## config.mk

```make
export PLATFORM = sky130hd
export DESIGN_NAME = seqplay_ctrl
export DESIGN_NICKNAME = d
export VERILOG_FILES = /design/src/rtl/seqplay_pkg.sv /design/src/rtl/seqplay_pend.sv /design/src/rtl/seqplay_core.sv /design/src/rtl/seqplay_ctrl.sv
export SDC_FILE = /design/constraint.sdc
export NUM_CORES = 1
export LEC_CHECK = 0
export BUFFER_PORTS_ARGS = -buffer_cell sky130_fd_sc_hd__buf_2
export CAP_MARGIN = 20
export CORE_MARGIN = 2
export CORE_UTILIZATION = 45
export CTS_BUF_LIST = sky130_fd_sc_hd__clkbuf_16
export DETAILED_ROUTE_END_ITERATION = 10
export HOLD_SLACK_MARGIN = 0.08
export MAX_ROUTING_LAYER = met4
export PLACE_DENSITY_LB_ADDON = 0.08
export SYNTH_ARGS = -nofsm -noshare
export SYNTH_HDL_FRONTEND = slang
export SYNTH_SLANG_ARGS = --single-unit
```

## constraint.sdc

```tcl
create_clock -name clk -period 8 [get_ports clk]
set_clock_uncertainty 0.05 [all_clocks]
set_input_delay 1.2 -clock clk [delete_from_list [all_inputs] [get_ports clk]]
set_output_delay 1.2 -clock clk [all_outputs]
set_load 0.1 [all_outputs]
```

## src/rtl/seqplay_pkg.sv

```systemverilog
package seqplay_pkg;

    typedef enum logic [1:0] {
        ST_IDLE = 2'd0,
        ST_PLAY = 2'd1,
        ST_GAP  = 2'd2,
        ST_HOLD = 2'd3
    } play_st_e;

    localparam int unsigned SC_END0_STOP = 0;
    localparam int unsigned SC_END1_STOP = 1;
    localparam int unsigned SC_LOOP_GO0  = 2;
    localparam int unsigned SC_LOOP_GO1  = 3;
    localparam int unsigned SC_LOOP_STOP = 4;
    localparam int unsigned SC_W         = 5;

    localparam int unsigned N_SEQ = 2;

endpackage

```

## src/rtl/seqplay_pend.sv

```systemverilog
module seqplay_pend #(
    parameter int unsigned W = 4
) (
    input  logic         clk,
    input  logic         rst_n,
    input  logic [W-1:0] set_i,
    input  logic [W-1:0] post_i,
    input  logic [W-1:0] clr_i,
    output logic [W-1:0] req_o
);

    logic [W-1:0] pend_d, pend_q;

    // External requests are visible in the cycle they arrive; internally
    // posted ones only from the next cycle, which keeps loops out.
    always_comb begin
        req_o  = pend_q | set_i;
        pend_d = (req_o & ~clr_i) | post_i;
    end

    always_ff @(posedge clk or negedge rst_n) begin
        if (!rst_n) pend_q <= '0;
        else        pend_q <= pend_d;
    end

endmodule

```

## src/rtl/seqplay_core.sv

```systemverilog
module seqplay_core
    import seqplay_pkg::*;
#(
    parameter int unsigned LEN_W  = 8,
    parameter int unsigned CNT_W  = 8,
    parameter int unsigned LOOP_W = 8
) (
    input  logic                          clk,
    input  logic                          rst_n,
    input  logic [N_SEQ-1:0]              req_start_i,
    input  logic                          req_stop_i,
    input  logic                          req_step_i,
    input  logic                          step_mode_i,
    input  logic [N_SEQ-1:0][LEN_W-1:0]   len_i,
    input  logic [N_SEQ-1:0][CNT_W-1:0]   refresh_i,
    input  logic [N_SEQ-1:0][CNT_W-1:0]   delay_i,
    input  logic [LOOP_W-1:0]             loops_i,
    input  logic [SC_W-1:0]               short_i,
    input  logic                          period_end_i,
    output logic [N_SEQ-1:0]              clr_start_o,
    output logic                          clr_stop_o,
    output logic                          clr_step_o,
    output logic                          post_stop_o,
    output logic                          run_o,
    output logic                          seq_sel_o,
    output logic [LEN_W-1:0]              fetch_idx_o,
    output logic [N_SEQ-1:0]              evt_started_o,
    output logic [N_SEQ-1:0]              evt_ended_o,
    output logic                          evt_period_o,
    output logic                          evt_loops_o,
    output logic                          evt_stopped_o
);

    localparam logic [LEN_W-1:0]  L_ONE = LEN_W'(1);
    localparam logic [CNT_W-1:0]  C_ONE = CNT_W'(1);
    localparam logic [LOOP_W-1:0] P_ONE = LOOP_W'(1);

    typedef struct packed {
        play_st_e              st;
        logic                  sel;
        logic [LEN_W-1:0]      idx;
        logic [CNT_W-1:0]      rep;
        logic [CNT_W-1:0]      gap;
        logic [LOOP_W-1:0]     left;
        logic [N_SEQ-1:0]      ev_start;
        logic [N_SEQ-1:0]      ev_end;
        logic                  ev_period;
        logic                  ev_loops;
        logic                  ev_stop;
    } core_t;

    core_t q, d;

    logic [LEN_W-1:0] cur_len;
    logic             cur_last;
    logic             final_pass;
    logic             go_sel;
    logic             go_ok;
    logic             adv;
    logic             next_seq;
    logic             begin_seq;
    logic             begin_sel;
    logic             begin_reload;
    logic             mark_end;

    always_comb begin
        d             = q;
        d.ev_start    = '0;
        d.ev_end      = '0;
        d.ev_period   = 1'b0;
        d.ev_loops    = 1'b0;
        d.ev_stop     = 1'b0;

        clr_start_o   = '0;
        clr_stop_o    = 1'b0;
        clr_step_o    = !(step_mode_i && (q.st == ST_PLAY)) || period_end_i;
        post_stop_o   = 1'b0;

        cur_len       = len_i[q.sel];
        cur_last      = (q.idx == cur_len - L_ONE);
        final_pass    = (loops_i != '0) && q.sel && (q.left == P_ONE);
        go_sel        = !req_start_i[0];
        go_ok         = (|req_start_i) && (len_i[go_sel] != '0);

        adv           = 1'b0;
        next_seq      = 1'b0;
        begin_seq     = 1'b0;
        begin_sel     = 1'b0;
        begin_reload  = 1'b0;
        mark_end      = 1'b0;

        if (q.st == ST_IDLE) begin
            if (req_stop_i) begin
                clr_stop_o  = 1'b1;
                clr_start_o = '1;
                d.ev_stop   = 1'b1;
            end else if (|req_start_i) begin
                clr_start_o = '1;
                if (go_ok) begin
                    begin_seq    = 1'b1;
                    begin_sel    = go_sel;
                    begin_reload = 1'b1;
                end
            end
        end else if (period_end_i) begin
            d.ev_period = 1'b1;
            if (req_stop_i) begin
                clr_stop_o  = 1'b1;
                clr_start_o = '1;
                d.st        = ST_IDLE;
                d.sel       = 1'b0;
                d.idx       = '0;
                d.rep       = '0;
                d.gap       = '0;
                d.ev_stop   = 1'b1;
            end else if (go_ok) begin
                clr_start_o  = '1;
                begin_seq    = 1'b1;
                begin_sel    = go_sel;
                begin_reload = 1'b1;
            end else begin
                clr_start_o = '1;
                case (q.st)
                    ST_PLAY: begin
                        if (step_mode_i) adv = req_step_i;
                        else             adv = (q.rep == refresh_i[q.sel]) ||
                                               (final_pass && cur_last);
                        if (!adv) begin
                            if (!step_mode_i) d.rep = q.rep + C_ONE;
                        end else if (!cur_last) begin
                            d.idx = q.idx + L_ONE;
                            d.rep = '0;
                            if (q.idx + L_ONE == cur_len - L_ONE) mark_end = 1'b1;
                        end else if (final_pass) begin
                            d.ev_loops = 1'b1;
                            if (short_i[SC_LOOP_STOP]) post_stop_o = 1'b1;
                            if (short_i[SC_LOOP_GO0]) begin
                                begin_seq    = 1'b1;
                                begin_sel    = 1'b0;
                                begin_reload = 1'b1;
                            end else if (short_i[SC_LOOP_GO1]) begin
                                begin_seq    = 1'b1;
                                begin_sel    = 1'b1;
                                begin_reload = 1'b1;
                            end else begin
                                d.st = ST_HOLD;
                            end
                        end else if (!step_mode_i && (delay_i[q.sel] != '0)) begin
                            d.st  = ST_GAP;
                            d.gap = '0;
                        end else begin
                            next_seq = 1'b1;
                        end
                    end
                    ST_GAP: begin
                        if (q.gap == delay_i[q.sel] - C_ONE) next_seq = 1'b1;
                        else                                 d.gap = q.gap + C_ONE;
                    end
                    default: ;
                endcase

                if (next_seq) begin
                    if (loops_i == '0) begin
                        d.st = ST_HOLD;
                    end else if (!q.sel) begin
                        begin_seq = 1'b1;
                        begin_sel = 1'b1;
                    end else begin
                        d.left    = q.left - P_ONE;
                        begin_seq = 1'b1;
                        begin_sel = 1'b0;
                    end
                end
            end
        end

        if (begin_seq) begin
            d.st                  = ST_PLAY;
            d.sel                 = begin_sel;
            d.idx                 = '0;
            d.rep                 = '0;
            d.gap                 = '0;
            d.ev_start[begin_sel] = 1'b1;
            if (begin_reload) d.left = loops_i;
            if (len_i[begin_sel] == L_ONE) mark_end = 1'b1;
        end

        if (mark_end) d.ev_end[d.sel] = 1'b1;

        if ((d.ev_end[0] && short_i[SC_END0_STOP]) ||
            (d.ev_end[1] && short_i[SC_END1_STOP])) begin
            post_stop_o = 1'b1;
        end
    end

    always_ff @(posedge clk or negedge rst_n) begin
        if (!rst_n) q <= '0;
        else        q <= d;
    end

    always_comb begin
        run_o         = (q.st != ST_IDLE);
        seq_sel_o     = q.sel;
        fetch_idx_o   = q.idx;
        evt_started_o = q.ev_start;
        evt_ended_o   = q.ev_end;
        evt_period_o  = q.ev_period;
        evt_loops_o   = q.ev_loops;
        evt_stopped_o = q.ev_stop;
    end

endmodule

```

## src/rtl/seqplay_ctrl.sv

```systemverilog
module seqplay_ctrl
    import seqplay_pkg::*;
#(
    parameter int unsigned LEN_W  = 8,
    parameter int unsigned CNT_W  = 8,
    parameter int unsigned LOOP_W = 8
) (
    input  logic              clk,
    input  logic              rst_n,
    input  logic [1:0]        start_i,
    input  logic              stop_i,
    input  logic              step_i,
    input  logic              step_mode_i,
    input  logic [LEN_W-1:0]  len0_i,
    input  logic [LEN_W-1:0]  len1_i,
    input  logic [CNT_W-1:0]  refresh0_i,
    input  logic [CNT_W-1:0]  refresh1_i,
    input  logic [CNT_W-1:0]  delay0_i,
    input  logic [CNT_W-1:0]  delay1_i,
    input  logic [LOOP_W-1:0] loops_i,
    input  logic [4:0]        short_i,
    input  logic              period_end_i,
    output logic              run_o,
    output logic              seq_sel_o,
    output logic [LEN_W-1:0]  fetch_idx_o,
    output logic [1:0]        evt_started_o,
    output logic [1:0]        evt_ended_o,
    output logic              evt_period_o,
    output logic              evt_loops_o,
    output logic              evt_stopped_o
);

    localparam int unsigned REQ_W = N_SEQ + 2;

    logic [REQ_W-1:0] req_set, req_post, req_clr, req;
    logic [N_SEQ-1:0] clr_start;
    logic             clr_stop, clr_step, post_stop;

    // Request vector layout: [1:0] start, [2] stop, [3] step.
    assign req_set  = {step_i, stop_i, start_i};
    assign req_post = {1'b0, post_stop, {N_SEQ{1'b0}}};
    assign req_clr  = {clr_step, clr_stop, clr_start};

    seqplay_pend #(.W(REQ_W)) u_pend (
        .clk    (clk),
        .rst_n  (rst_n),
        .set_i  (req_set),
        .post_i (req_post),
        .clr_i  (req_clr),
        .req_o  (req)
    );

    seqplay_core #(
        .LEN_W  (LEN_W),
        .CNT_W  (CNT_W),
        .LOOP_W (LOOP_W)
    ) u_core (
        .clk           (clk),
        .rst_n         (rst_n),
        .req_start_i   (req[N_SEQ-1:0]),
        .req_stop_i    (req[N_SEQ]),
        .req_step_i    (req[N_SEQ+1]),
        .step_mode_i   (step_mode_i),
        .len_i         ({len1_i, len0_i}),
        .refresh_i     ({refresh1_i, refresh0_i}),
        .delay_i       ({delay1_i, delay0_i}),
        .loops_i       (loops_i),
        .short_i       (short_i),
        .period_end_i  (period_end_i),
        .clr_start_o   (clr_start),
        .clr_stop_o    (clr_stop),
        .clr_step_o    (clr_step),
        .post_stop_o   (post_stop),
        .run_o         (run_o),
        .seq_sel_o     (seq_sel_o),
        .fetch_idx_o   (fetch_idx_o),
        .evt_started_o (evt_started_o),
        .evt_ended_o   (evt_ended_o),
        .evt_period_o  (evt_period_o),
        .evt_loops_o   (evt_loops_o),
        .evt_stopped_o (evt_stopped_o)
    );

endmodule

```

==> flow_summary_export.csv <==
group,metric,value,unit
finish,regArea,1152,um^2
grt,grt_pass1_wl,16.68,mm
floorplan,dieArea,9375,um^2
logic_synthesis,seq_area_frac_synth,29.69,%
logic_synthesis,avgSynthCellArea,8.792,um^2
place,gp_congestion,0.9179,
logic_synthesis,synth-xor-area-share,11.16,%
logic_synthesis,synthMuxAreaShare,7.067,%
finish,fillerInstances,800,
clocking,cts_hold_buffers,0,
logic_synthesis,syn_inst,441,
route,drt_iter0_drc,226,
grt,grt_max_degree,47,
outcome,status,"finished clean",
timing,rsz0062_at_grt,"false",
logic_synthesis,synthSimpleGateAreaFrac,25.52,%
power_and_ir_drop,switchingPower,439.6,uW
timing,holdWs,0.4448,ns
timing,post-route-min-period,4.490,ns
setup_path,criticalPathCategory,"flop to flop",
setup_path,endpoint_kind,"flop",
timing,timing.slew.headroom,52.25,%
logic_synthesis,syn-num-nets,520,
clocking,ctsResizeCount,0,
grt,grtUsageTotal,21.86,%
timing,maxSlewViolCount,0,
power_and_ir_drop,p_comb_share,47.5,%
clocking,post-cts-setup-buffers,0,
route,num_vias,3561,
timing,tightest_slew,0.7136,ns
finish,nets,590,
timing,fmax,222.7,MHz
logic_synthesis,synthTopCellsByArea,"dfrtp_1 (30%), xnor2_1 (6.8%), mux2i_1 (6.2%)",
timing,setup_violations,0,
place,dpl.hpwl,7.670,mm
clocking,cts-buffers-inserted,5,
timing,hold_violations,0,
clocking,tritoncts,"yes",
logic_synthesis,ys_ff_latch,46,
power_and_ir_drop,seq_power_share,29.4,%
logic_synthesis,synthTopCellsByCount,"dfrtp_1 (46), nor2_1 (37), nand2_1 (33)",
floorplan,row_count,33,
grt,antenna_found_initial,0,
clocking,cts_root_buf,"clkbuf_16",
logic_synthesis,netlist-cell-type-count,70,
timing,period_share,56.12,%
clocking,worstSkewPairLatency,0.29,ns
route,wirelength,9.870,mm
logic_synthesis,async_reset_ff_share,100.0,%
logic_synthesis,synth-edff-count,0,
power_and_ir_drop,swShare,42.98,%
clocking,clk_pin_slew,0.07,ns
clocking,cts_sinks,46,
logic_synthesis,synth_most_common_cell,"dfrtp_1",
logic_synthesis,synth_compound_area_share,17.94,%
setup_path,crit_path_max_fanout,32,
setup_path,cp.required,8.14,ns
timing,fin_setup_tns,0,ns
min_path,hold_path_class,"flop to flop",
finish,syn_to_final_growth,15.04,%
logic_synthesis,synth_top_area_cell,"dfrtp_1",
route,wl_per_cell,16.00,um
clocking,cts_buffer_depth,2,
power_and_ir_drop,power.leakage,1.934,nW
power_and_ir_drop,intPower,583.2,uW
power_and_ir_drop,pwr-share-clk,23.1,%
floorplan,initial_core_util,46.72,%
route,vias_per_cell,5.771,
floorplan,die_h,96.83,um
job,maxCapViolCount,0,
finish,num_antenna_cells,0,
logic_synthesis,synthAdderAreaFrac,3.227,%
route,drc,0,
logic_synthesis,ys.flop_type,"dfrtp_1",
logic_synthesis,synth.top_cell.area_share,29.69,%
setup_path,worst_setup_path_start_kind,"flop",
route,antenna_left,0,
place,io_buffer_count,85,
setup_path,critPathArrivalTime,4.63,ns
route,drt-pass1-iter-count,4,
floorplan,die_w,96.83,um
logic_synthesis,netlist_area,3877,um^2
grt,first_global_vias,3489,
logic_synthesis,synth_top_family_by_area,"simple AND/OR/NAND/NOR gates",
grt,gr-total-overflow,0,
floorplan,core-area,8299,um^2
power_and_ir_drop,ir_drop,99.39,uV
power_and_ir_drop,p_per_area,229.3,nW/um^2
finish,multiInputGateArea,2517,um^2
logic_synthesis,yosysWarnings,0,
floorplan,num_io_pins,86,
clocking,h-tree-depth,2,
finish,drive_gt1_share,23.63,%
## registers in the layout, indices dropped and copies added, names as in the netlist
name,flops
u_core.evt_ended_o,2
u_core.evt_loops_o,1
u_core.evt_period_o,1
u_core.evt_started_o,2
u_core.evt_stopped_o,1
u_core.fetch_idx_o,8
u_core.q,26
u_core.seq_sel_o,1
u_pend.pend_q,4
## path summary, 6_finish.rpt
check / startpoint / endpoint / slack [ns] / depth (start not counted)
hold / removal: u_core.q[22] / u_core.q[22] / 0.44 / 1
max in group asynchronous: rst_n / u_core.q[9] / 6.67 / 2
hold reg to reg: u_core.q[22] / u_core.q[22] / 0.44 / 1
setup reg to reg: u_core.seq_sel_o / u_core.fetch_idx_o[7] / 3.51 / 13
min in group asynchronous: rst_n / u_core.evt_ended_o[1] / 0.74 / 1
setup / recovery: u_core.seq_sel_o / u_core.fetch_idx_o[7] / 3.51 / 13
## through the flow
step           util [%]  power (mW)  std cells  worst slack (ns)  instance area (um^2)
6_report          53.75       1.023        617             3.510                  4461
3_3_place_gp      51.52      0.7813        608             3.516                  4275
2_1_floorplan         -      0.6952        441             3.541                  3877
5_1_grt           53.75       1.091        617             3.285                  4461
4_1_cts           53.51       1.028        616             3.540                  4441
3_5_place_dp      51.52      0.7876        608             3.409                  4275
## critical path: stages, from the launching register on
cell,delay [ns]
dfrtp_2,0.58
buf_4,0.46
mux2i_1,0.35
ha_1,0.23
xnor2_1,0.14
xnor2_1,0.13
nand4_1,0.11
or4b_4,0.57
nor4_2,0.36
a21oi_1,0.16
a211oi_2,0.30
nor2_1,0.20
or3_1,0.49
o41ai_2,0.23
## logic make-up after synthesis
group           Yosys count
xor+xnor                 47
compound gates           98
simple gates            178
flops                    46
fa+ha+maj                10
buf+inv                  35
mux                      27
## layout by cell type (no fill, tap or decap), types with 3 or more instances in the layout
master     instances
a31oi_1            7
ha_1              10
o21ai_1            5
mux2_2             3
buf_2             85
nor2_1            37
or3_1              4
nor3_1            15
o211ai_1           3
nor3b_1            3
o31ai_1           12
dfrtp_1           45
and3_1            11
a21oi_1           12
and2_1             4
nor2b_1            6
nand2b_1           4
nand3_1           23
clkbuf_16          5
mux2i_1           24
inv_1             11
or4_1              4
xnor2_1           30
nor4_2             4
nand2_1           33
xor2_1            15
o21ai_0           28
nand4_1            8
nor4_1             7
## final cells by class
cell class	count	area share, %
flip-flops and latches	46	25.83
well taps	105	2.945
clock buffers	5	2.805
multi-input cells	360	56.44
repair buffers	87	10.15
inverters	11	0.9257
clock inverters	3	0.8976
## per-layer routing
metal / vias to the layer above / track usage, % / share of wire (%)
met5: - / - / 0
met4: 0 / 6.392 / 2.2
met3: 20 / 3.179 / 4.2
met2: 87 / 35.79 / 47
met1: 1683 / 28.24 / 47
li1: 1771 / - / -
## power by group through the flow
stage                     combinational, mW  sequential [mW]  clock, mW
after floorplan                       0.368            0.327          0
after global placement                0.478            0.304          0
after detailed placement              0.483            0.304          0
after CTS                             0.487            0.300      0.241
after global routing                  0.535            0.305      0.251
final                                 0.486            0.301      0.236
Power figures use the tool's default switching activity.
